<file path="src/rtl/bguard_pkg.sv">
package bguard_pkg;
  typedef enum logic [1:0] {
    PS_SLEEP = 2'd0,
    PS_WAKE  = 2'd1,
    PS_RUN   = 2'd2
  } pwr_state_e;
endpackage

</file>
<file path="src/rtl/bguard_rst_sync.sv">
// Two-stage reset synchroniser: asserts at once, releases on the clock.
module bguard_rst_sync (
  input  logic clk,
  input  logic arst_n,
  output logic srst_n
);
  logic [1:0] stage_q;

  always_ff @(posedge clk or negedge arst_n) begin
    if (!arst_n) stage_q <= 2'b00;
    else         stage_q <= {stage_q[0], 1'b1};
  end

  assign srst_n = stage_q[1];
endmodule

</file>
<file path="src/rtl/bguard_edge_sync.sv">
// Two-flop synchroniser plus falling-edge detect, with a clock enable
// that freezes the chain while the block sleeps.
module bguard_edge_sync (
  input  logic clk,
  input  logic rst_n,
  input  logic ena,
  input  logic din,
  output logic fall
);
  logic meta_q, sync_q, prev_q;
  logic meta_d, sync_d, prev_d;

  always_comb begin
    meta_d = meta_q;
    sync_d = sync_q;
    prev_d = prev_q;
    if (ena) begin
      meta_d = din;
      sync_d = meta_q;
      prev_d = sync_q;
    end
  end

  always_ff @(posedge clk or negedge rst_n) begin
    if (!rst_n) begin
      meta_q <= 1'b0;
      sync_q <= 1'b0;
      prev_q <= 1'b0;
    end else begin
      meta_q <= meta_d;
      sync_q <= sync_d;
      prev_q <= prev_d;
    end
  end

  assign fall = prev_q & ~sync_q;
endmodule

</file>
<file path="src/rtl/bguard_pwr_seq.sv">
// Sleep / wake-up / run sequencer with a wake-up cycle counter.
module bguard_pwr_seq
  import bguard_pkg::*;
#(
  parameter int WAKE_CYCLES = 250_000
) (
  input  logic clk,
  input  logic rst_n,
  input  logic sleep_n,
  output logic run,
  output logic awake
);
  localparam int CW = (WAKE_CYCLES > 1) ? $clog2(WAKE_CYCLES) : 1;
  localparam logic [CW-1:0] LAST = CW'(WAKE_CYCLES - 1);

  pwr_state_e state_q, state_d;
  logic [CW-1:0] cnt_q, cnt_d;
  logic cnt_en;

  always_comb begin
    state_d = state_q;
    cnt_d   = cnt_q;
    unique case (state_q)
      PS_SLEEP: begin
        if (sleep_n) begin
          state_d = PS_WAKE;
          cnt_d   = '0;
        end
      end
      PS_WAKE: begin
        if (!sleep_n)          state_d = PS_SLEEP;
        else if (cnt_q == LAST) state_d = PS_RUN;
        else                   cnt_d   = cnt_q + 1'b1;
      end
      PS_RUN: begin
        if (!sleep_n) state_d = PS_SLEEP;
      end
      default: state_d = PS_SLEEP;
    endcase
  end

  // Counter clock enable: only loads on wake entry or counts while waking.
  assign cnt_en = (state_q == PS_WAKE) || ((state_q == PS_SLEEP) && sleep_n);

  always_ff @(posedge clk or negedge rst_n) begin
    if (!rst_n) state_q <= PS_SLEEP;
    else        state_q <= state_d;
  end

  always_ff @(posedge clk or negedge rst_n) begin
    if (!rst_n)      cnt_q <= '0;
    else if (cnt_en) cnt_q <= cnt_d;
  end

  assign run   = (state_q == PS_RUN);
  assign awake = (state_q != PS_SLEEP);
endmodule

</file>
<file path="src/rtl/bguard_channel.sv">
// One half-channel: fault latch and gate decode.
module bguard_channel (
  input  logic clk,
  input  logic rst_n,
  input  logic run,
  input  logic clr_pulse,
  input  logic oc,
  input  logic dir,
  input  logic en,
  output logic gate_hi,
  output logic gate_lo,
  output logic fault
);
  logic flt_q, flt_d;
  logic drive;

  // Detection wins over clearing in the same cycle.
  always_comb begin
    flt_d = flt_q;
    if (run && oc)             flt_d = 1'b1;
    else if (run && clr_pulse) flt_d = 1'b0;
  end

  always_ff @(posedge clk or negedge rst_n) begin
    if (!rst_n) flt_q <= 1'b0;
    else        flt_q <= flt_d;
  end

  assign drive   = run & en & ~flt_q & ~oc;
  assign gate_hi = drive & dir;
  assign gate_lo = drive & ~dir;
  assign fault   = flt_q;
endmodule

</file>
<file path="src/rtl/bridge_guard.sv">
module bridge_guard #(
  parameter int NUM_CH      = 4,
  parameter int WAKE_CYCLES = 250_000  // 1 ms at 250 MHz
) (
  input  logic              clk,
  input  logic              rst_n,
  input  logic              sleep_n,
  input  logic              clr_fault,
  input  logic [NUM_CH-1:0] dir_in,
  input  logic [NUM_CH-1:0] ch_en,
  input  logic [NUM_CH-1:0] oc_det,
  output logic [NUM_CH-1:0] gate_hi,
  output logic [NUM_CH-1:0] gate_lo,
  output logic              pump_en,
  output logic              fault_n
);
  logic rst_sync_n;
  logic run_q;
  logic awake;
  logic clr_pulse;
  logic [NUM_CH-1:0] ch_fault;

  bguard_rst_sync u_rst (
    .clk    (clk),
    .arst_n (rst_n),
    .srst_n (rst_sync_n)
  );

  bguard_pwr_seq #(.WAKE_CYCLES(WAKE_CYCLES)) u_seq (
    .clk     (clk),
    .rst_n   (rst_sync_n),
    .sleep_n (sleep_n),
    .run     (run_q),
    .awake   (awake)
  );

  bguard_edge_sync u_clr (
    .clk   (clk),
    .rst_n (rst_sync_n),
    .ena   (awake),
    .din   (clr_fault),
    .fall  (clr_pulse)
  );

  for (genvar i = 0; i < NUM_CH; i++) begin : g_ch
    bguard_channel u_ch (
      .clk       (clk),
      .rst_n     (rst_sync_n),
      .run       (run_q),
      .clr_pulse (clr_pulse),
      .oc        (oc_det[i]),
      .dir       (dir_in[i]),
      .en        (ch_en[i]),
      .gate_hi   (gate_hi[i]),
      .gate_lo   (gate_lo[i]),
      .fault     (ch_fault[i])
    );
  end

  assign pump_en = awake;
  assign fault_n = ~|ch_fault;
endmodule

</file>
<file path="config.mk">
export PLATFORM = sky130hd
export DESIGN_NAME = bridge_guard
export DESIGN_NICKNAME = d
export VERILOG_FILES = /design/src/rtl/bguard_pkg.sv /design/src/rtl/bguard_rst_sync.sv /design/src/rtl/bguard_edge_sync.sv /design/src/rtl/bguard_pwr_seq.sv /design/src/rtl/bguard_channel.sv /design/src/rtl/bridge_guard.sv
export SDC_FILE = /design/constraint.sdc
export NUM_CORES = 1
export LEC_CHECK = 0
export BUFFER_PORTS_ARGS = -buffer_cell sky130_fd_sc_hd__buf_2
export CORE_MARGIN = 2
export CORE_UTILIZATION = 35
export CTS_CLUSTER_SIZE = 40
export DETAILED_ROUTE_END_ITERATION = 12
export PLACE_DENSITY = 0.56
export SETUP_SLACK_MARGIN = 0.3
export SLEW_MARGIN = 10
export SYNTH_ARGS = -nofsm -noshare
export SYNTH_HDL_FRONTEND = slang
export SYNTH_SLANG_ARGS = --single-unit
</file>
<file path="constraint.sdc">
create_clock -name clk -period 2.05 [get_ports clk]
set_input_delay 0.1025 -clock clk [delete_from_list [all_inputs] [get_ports clk]]
set_output_delay 0.1025 -clock clk [all_outputs]
set_load 0.1 [all_outputs]
</file>
# ---- Word-level counts from Yosys, hierarchy flattened
# Index checks and enable logic that the tools add are counted.
dict set report classes {
  n_bitwise 34
  mul 0
  div 0
  n_eq_ne 8
  shift 0
  n_reduce_logical 18
  n_mux 14
  order_cmp 0
  addsub 1
}
# op n
set ops {}
lappend ops {{$mux 18} 3}
lappend ops {{$pmux 18 s2} 1}
lappend ops {{$and 1x1->1} 21}
lappend ops {{$add 18x1->18 const B} 1}
lappend ops {{$eq 18x18->1 const B} 1}
lappend ops {{$not 1->1} 13}
lappend ops {{$reduce_bool 2->1} 6}
lappend ops {{$mux 2} 4}
lappend ops {{$ne 2x2->1 const B} 4}
lappend ops {{$logic_and 1x1->1} 6}
lappend ops {{$pmux 2 s3} 1}
lappend ops {{$mux 1} 5}
lappend ops {{$reduce_and 5->1} 1}
lappend ops {{$reduce_or 4->1} 1}
lappend ops {{$ne 3x2->1 const B} 1}
lappend ops {{$reduce_and 3->1} 1}
lappend ops {{$eq 2x1->1 const B} 1}
lappend ops {{$eq 2x2->1 const B} 1}
lappend ops {{$logic_not 2->1} 1}
lappend ops {{$logic_not 1->1} 1}
lappend ops {{$logic_or 1x1->1} 1}
dict set report totals {
  regBits 29
  out_inout_bits 10
  n_memories 0
  mem_bits_rw 0
  rom_bits 0
  latch_bits 0
}

# ---- Depth between registers and ports, before layout
dict set report depth {
  ltp_word 5
  ltp_mapped 6
  ltp_nobuf 5
}

# ---- Modules after synthesis
# From an unflattened synthesis, not the netlist that was laid out.
dict set report hier_totals {
  cells_unflattened 162
  hier_area_um2 1586.5
}
# mod area_per_inst_um2 cells_per_inst n_inst seq_area_each_um2
set modules_own_cells {}
lappend modules_own_cells {bguard_pwr_seq 1149.9 127 1 500.5}
lappend modules_own_cells {bguard_channel 63.8 6 4 25.0}
lappend modules_own_cells {bguard_edge_sync 115.1 7 1 75.1}
lappend modules_own_cells {bguard_rst_sync 53.8 3 1 50.0}
lappend modules_own_cells {bridge_guard 12.5 1 1 0.0}

# ---- Worst setup path before layout
# No wires, ideal clock.
dict set report synth_path {
  kind {register -> output}
  from {register g_ch[0].u_ch.flt_q}
  to {output fault_n}
  stages_incl_launch_ff 2
  arrival_time_ns 3.337
  setup_slack_ns -1.390
  path_cell_list {dfrtp_1 > nor4_1}
}
dict set report synth_via {
  elab_chain_len 2
}
# element line
set synth_rtl {}
lappend synth_rtl {{start, declared} bguard_channel.sv:14} ;# logic flt_q, flt_d;
lappend synth_rtl {{start signal, assigned} bguard_channel.sv:26} ;# else flt_q <= flt_d;
lappend synth_rtl {{$reduce_or 4->1} bridge_guard.sv:61} ;# assign fault_n = ~|ch_fault;
lappend synth_rtl {{$logic_not 1->1} bridge_guard.sv:61}
lappend synth_rtl {{end, declared} bridge_guard.sv:15} ;# output logic fault_n
# No other way between the ends.

# ---- Final worst setup path
dict set report layout_path {
  from {register u_seq.state_q[0]}
  to {output gate_lo[1]}
}
dict set report layout_via {
  elab_chain_len 5
}
# element line
set layout_rtl {}
lappend layout_rtl {{start, declared} bguard_pwr_seq.sv:16} ;# pwr_state_e state_q, state_d;
lappend layout_rtl {{start signal, assigned} bguard_pwr_seq.sv:47} ;# else state_q <= state_d;
lappend layout_rtl {{$eq 2x2->1} bguard_pwr_seq.sv:55} ;# assign run = (state_q == PS_RUN);
lappend layout_rtl {{$and 1x1->1 (3 in series)} bguard_channel.sv:29} ;# assign drive = run & en & ~flt_q & ~oc;
lappend layout_rtl {{$and 1x1->1} bguard_channel.sv:31} ;# assign gate_lo = drive & ~dir;
lappend layout_rtl {{end, declared} bridge_guard.sv:13} ;# output logic [NUM_CH-1:0] gate_lo,
# No other way between the ends.

==> impl_results.md <==
- Status: finished, final reports clean
- Cells after Synth: 184
- Post-DP HPWL: 2789 um
- Fin Setup TNS: 0 ns
- Worst setup EP type: output port
- Max clock buf depth: 2
- Post-route ant nets: 0
- First-pass GRT wire length: 6306 um
- Max_cap viols: 0
- Post-Place Cell Area: 1998 um2
- Fin nets: 224
- Row count: 25
- FFs w/ async S/R, synth: 100.0%
- Leak: 0.9473 nW
- Final Wtd Congestion: 0.8505
- Net Sw Power: 0.0003313 W
- Mapped Nets: 201
- Crit path required time: 1.95 ns
- FF-to-FF Start: u_seq.cnt_q[7]
- Total congestion overflow: 0
- Layout filler cell count: 455
- Switching Fraction: 23.68%
- HP Class: primary input to flop
- Final worst slack: 0.3786 ns
- Routed WL: 4053 um
- Placed Cells: 264
- Die width: 74.29 um
- IO Pins: 26
- Average size of a mapped cell: 9.398 um2
- CTS sink count: 29
- WL per Instance: 14.74 um
- Pre-CTS setup slack: 0.2850 ns
- Slowest stage delay, CP: 0.44 ns
- Clock network power share: 43.5%
- Fmax achieved: 598.3 MHz
- Final non-filler cell total: 275
- Setup Skew: 0.008088 ns
- Combinational Power Share: 10.6%
- DIE AREA: 5519 um2
- Number of flops mapped to enable cells by yosys: 0
- Die H: 74.29 um
- Sequential Power Share: 45.9%
- Top_reg_cell synth: dfrtp_1
- Initial Utilization: 36.37%
- CP cell instances: inv_1 > nand2_4 > nor4_1 > buf_12
- Largest net degree at the start of global routing: 28
- CP max FO: 7
- Later-pin clock latency in the skew report: 0.28 ns
- Vias in the first global route: 1,325
- Slew Limit Fails: 0
- Warnings, synthesis: 0
- Final Setup Violations: 0
- Critical path type: flop to output port
- Yosys reg bits: 29
- VDD IR max: 0.5016 mV
- Critical path startpoint: u_seq.state_q[0]
- Rel. slew slack: 66.23%
- Global-route usage over all layers: 14.87%
- RSZ-0062 raised after global routing: no
- Crit path launch type: flop
- Sequential area share after synthesis: 41.97%
- Post-layout util: 46.84%
- Post-synth cell types: 49
- Internal power: 0.001068 W
- H-tree levels: 2
- Critical-path top delay cell: nor4_1
- Final Cycle Share: 81.53%
- Root Driver: clkbuf_8
- Vias per inst: 5.560
- DR vias: 1,529
- Hold path start: clr_fault
- Initial DRC count: 124
- Minimum clock period: 1.671 ns
- Final Hold Viols: 0
- Clock transition at the registers of the reported paths: 0.07 ns
- CTS tree: done
- Power Density: 628.3 nW/um2
- Total CTS buffers: 5
- Slew @ Worst Pin: 0.5065 ns
- Initial antenna violation count: 0
- Area Overhead vs Synth: 28.80%
- CP Data Arrival Time: 1.57 ns
- IO buf count: 25
- Finished Cell Area: 2227 um2
- Drc violations: 0
- Layout cells sized above 1: 31.25%
- CORE AREA: 4755 um2
- DR pass1 iterations: 4
- Mapped Area: 1729 um2
- Diodes inserted: 0
[final cells by class]
class	count	area (um2)	share of cell area, %
multi-input cells	128	945.9	42.47
flip-flops and latches	29	728.2	32.70
repair buffers	35	322.8	14.49
clock buffers	7	86.33	3.876
well taps	67	83.83	3.764
clock inverters	1	30.03	1.348
inverters	8	30.03	1.348
[layer usage]
| metal | up-vias | global-route usage (%) | wire length [um] |
|---|---|---|---|
| li1 | 726 | - | - |
| met5 | - | 0 | 0 |
| met2 | 56 | 22.72 | 1864 |
| met1 | 736 | 21.12 | 1919 |
| met4 | 0 | 4.762 | 64 |
| met3 | 11 | 3.252 | 205 |
[logic make-up after synthesis]
logic type	after synthesis	synth area share [%]
compound gates	42	17.15
fa+ha+maj	1	0.7235
buf+inv	27	9.117
flops	29	41.97
mux	4	2.532
other cells	1	0.2169
simple gates	80	28.29
[stage by stage]
step	hold WS, ns	total power, W
after floorplan	-0.1931	0.0007264
after global placement	-0.1103	0.0007777
after detailed placement	-0.1090	0.0007794
after CTS	0.05269	0.001394
after global routing	0.06366	0.001464
final	0.05365	0.001399
[Yosys cell counts (all sizes together) (2+ instances only)]
cell / number / area [um2]
nor4b: 4 / 41.29
a211o: 2 / 17.52
buf: 14 / 108.9
nor3: 2 / 10.01
nand2b: 4 / 25.02
o31ai: 3 / 27.52
a21oi: 4 / 20.02
nand3: 4 / 20.02
mux2: 3 / 33.78
a22oi: 2 / 15.01
clkbuf: 5 / 18.77
inv: 8 / 30.03
nor2: 9 / 33.78
and2: 3 / 18.77
o21ai: 12 / 60.06
nor4: 12 / 81.33
and4: 2 / 20.02
nand2: 16 / 60.06
and3: 4 / 26.28
o41ai: 3 / 26.28
a22o: 6 / 52.55
a31oi: 3 / 18.77
dfrtp: 29 / 725.7
nand3b: 3 / 22.52
nor2b: 3 / 18.77
nand4: 9 / 71.32
[flip-flops by register name (all words and copies together) (netlist names)]
register	flops
u_rst.stage_q	2
g_ch.u_ch.fault	4
u_clr.sync_q	1
u_seq.state_q	2
u_seq.cnt_q	18
u_clr.prev_q	1
u_clr.meta_q	1
[worst paths after layout]
kind / end / slack (ns) / cells after the start
worst max-delay path: gate_lo[1] / 0.38 / 4
worst min-delay path: u_clr.meta_q / 0.05 / 2
worst max register to register: u_seq.cnt_q[3] / 0.38 / 4
worst min register to register: u_clr.meta_q / 0.23 / 1
max in group asynchronous: u_seq.cnt_q[6] / 1.53 / 1
min in group asynchronous: u_rst.stage_q[1] / 0.14 / 2
[power by group through the flow]
stage	logic [W]	clock network, W	registers (W)
after floorplan	0.0000782	0	0.000648
after global placement	0.000128	0	0.000650
after detailed placement	0.000129	0	0.000651
after CTS	0.000132	0.000621	0.000640
after global routing	0.000165	0.000652	0.000648
final	0.000148	0.000608	0.000643
[placed cells by master, fill, tap and decap left out, drive strengths merged, types with 6 or more instances in the layout]
master,n
buf,34
dfrtp,29
nand2,16
o21ai,12
nor4,12
nor2,9
nand4,9
inv,8
clkbuf,7
a22o,6
[worst max-delay path: cells and delay by family, from the launching register on]
kind | cells | cell delay [ns]
DFF | 1 | 0.39
buffers and inverters | 2 | 0.35
and+or+nand+nor | 2 | 0.54
[what timing repair did]
item / in CTS / in global routing
endpoints found under the hold margin: 2 / 0
endpoints found under the setup margin: 8 / 16
gates resized for setup: 4 / 15
pin swaps: 0 / 2
hold buffers: 1 / 0
setup buffers: 0 / 2
(Power assumes the default switching activity.)
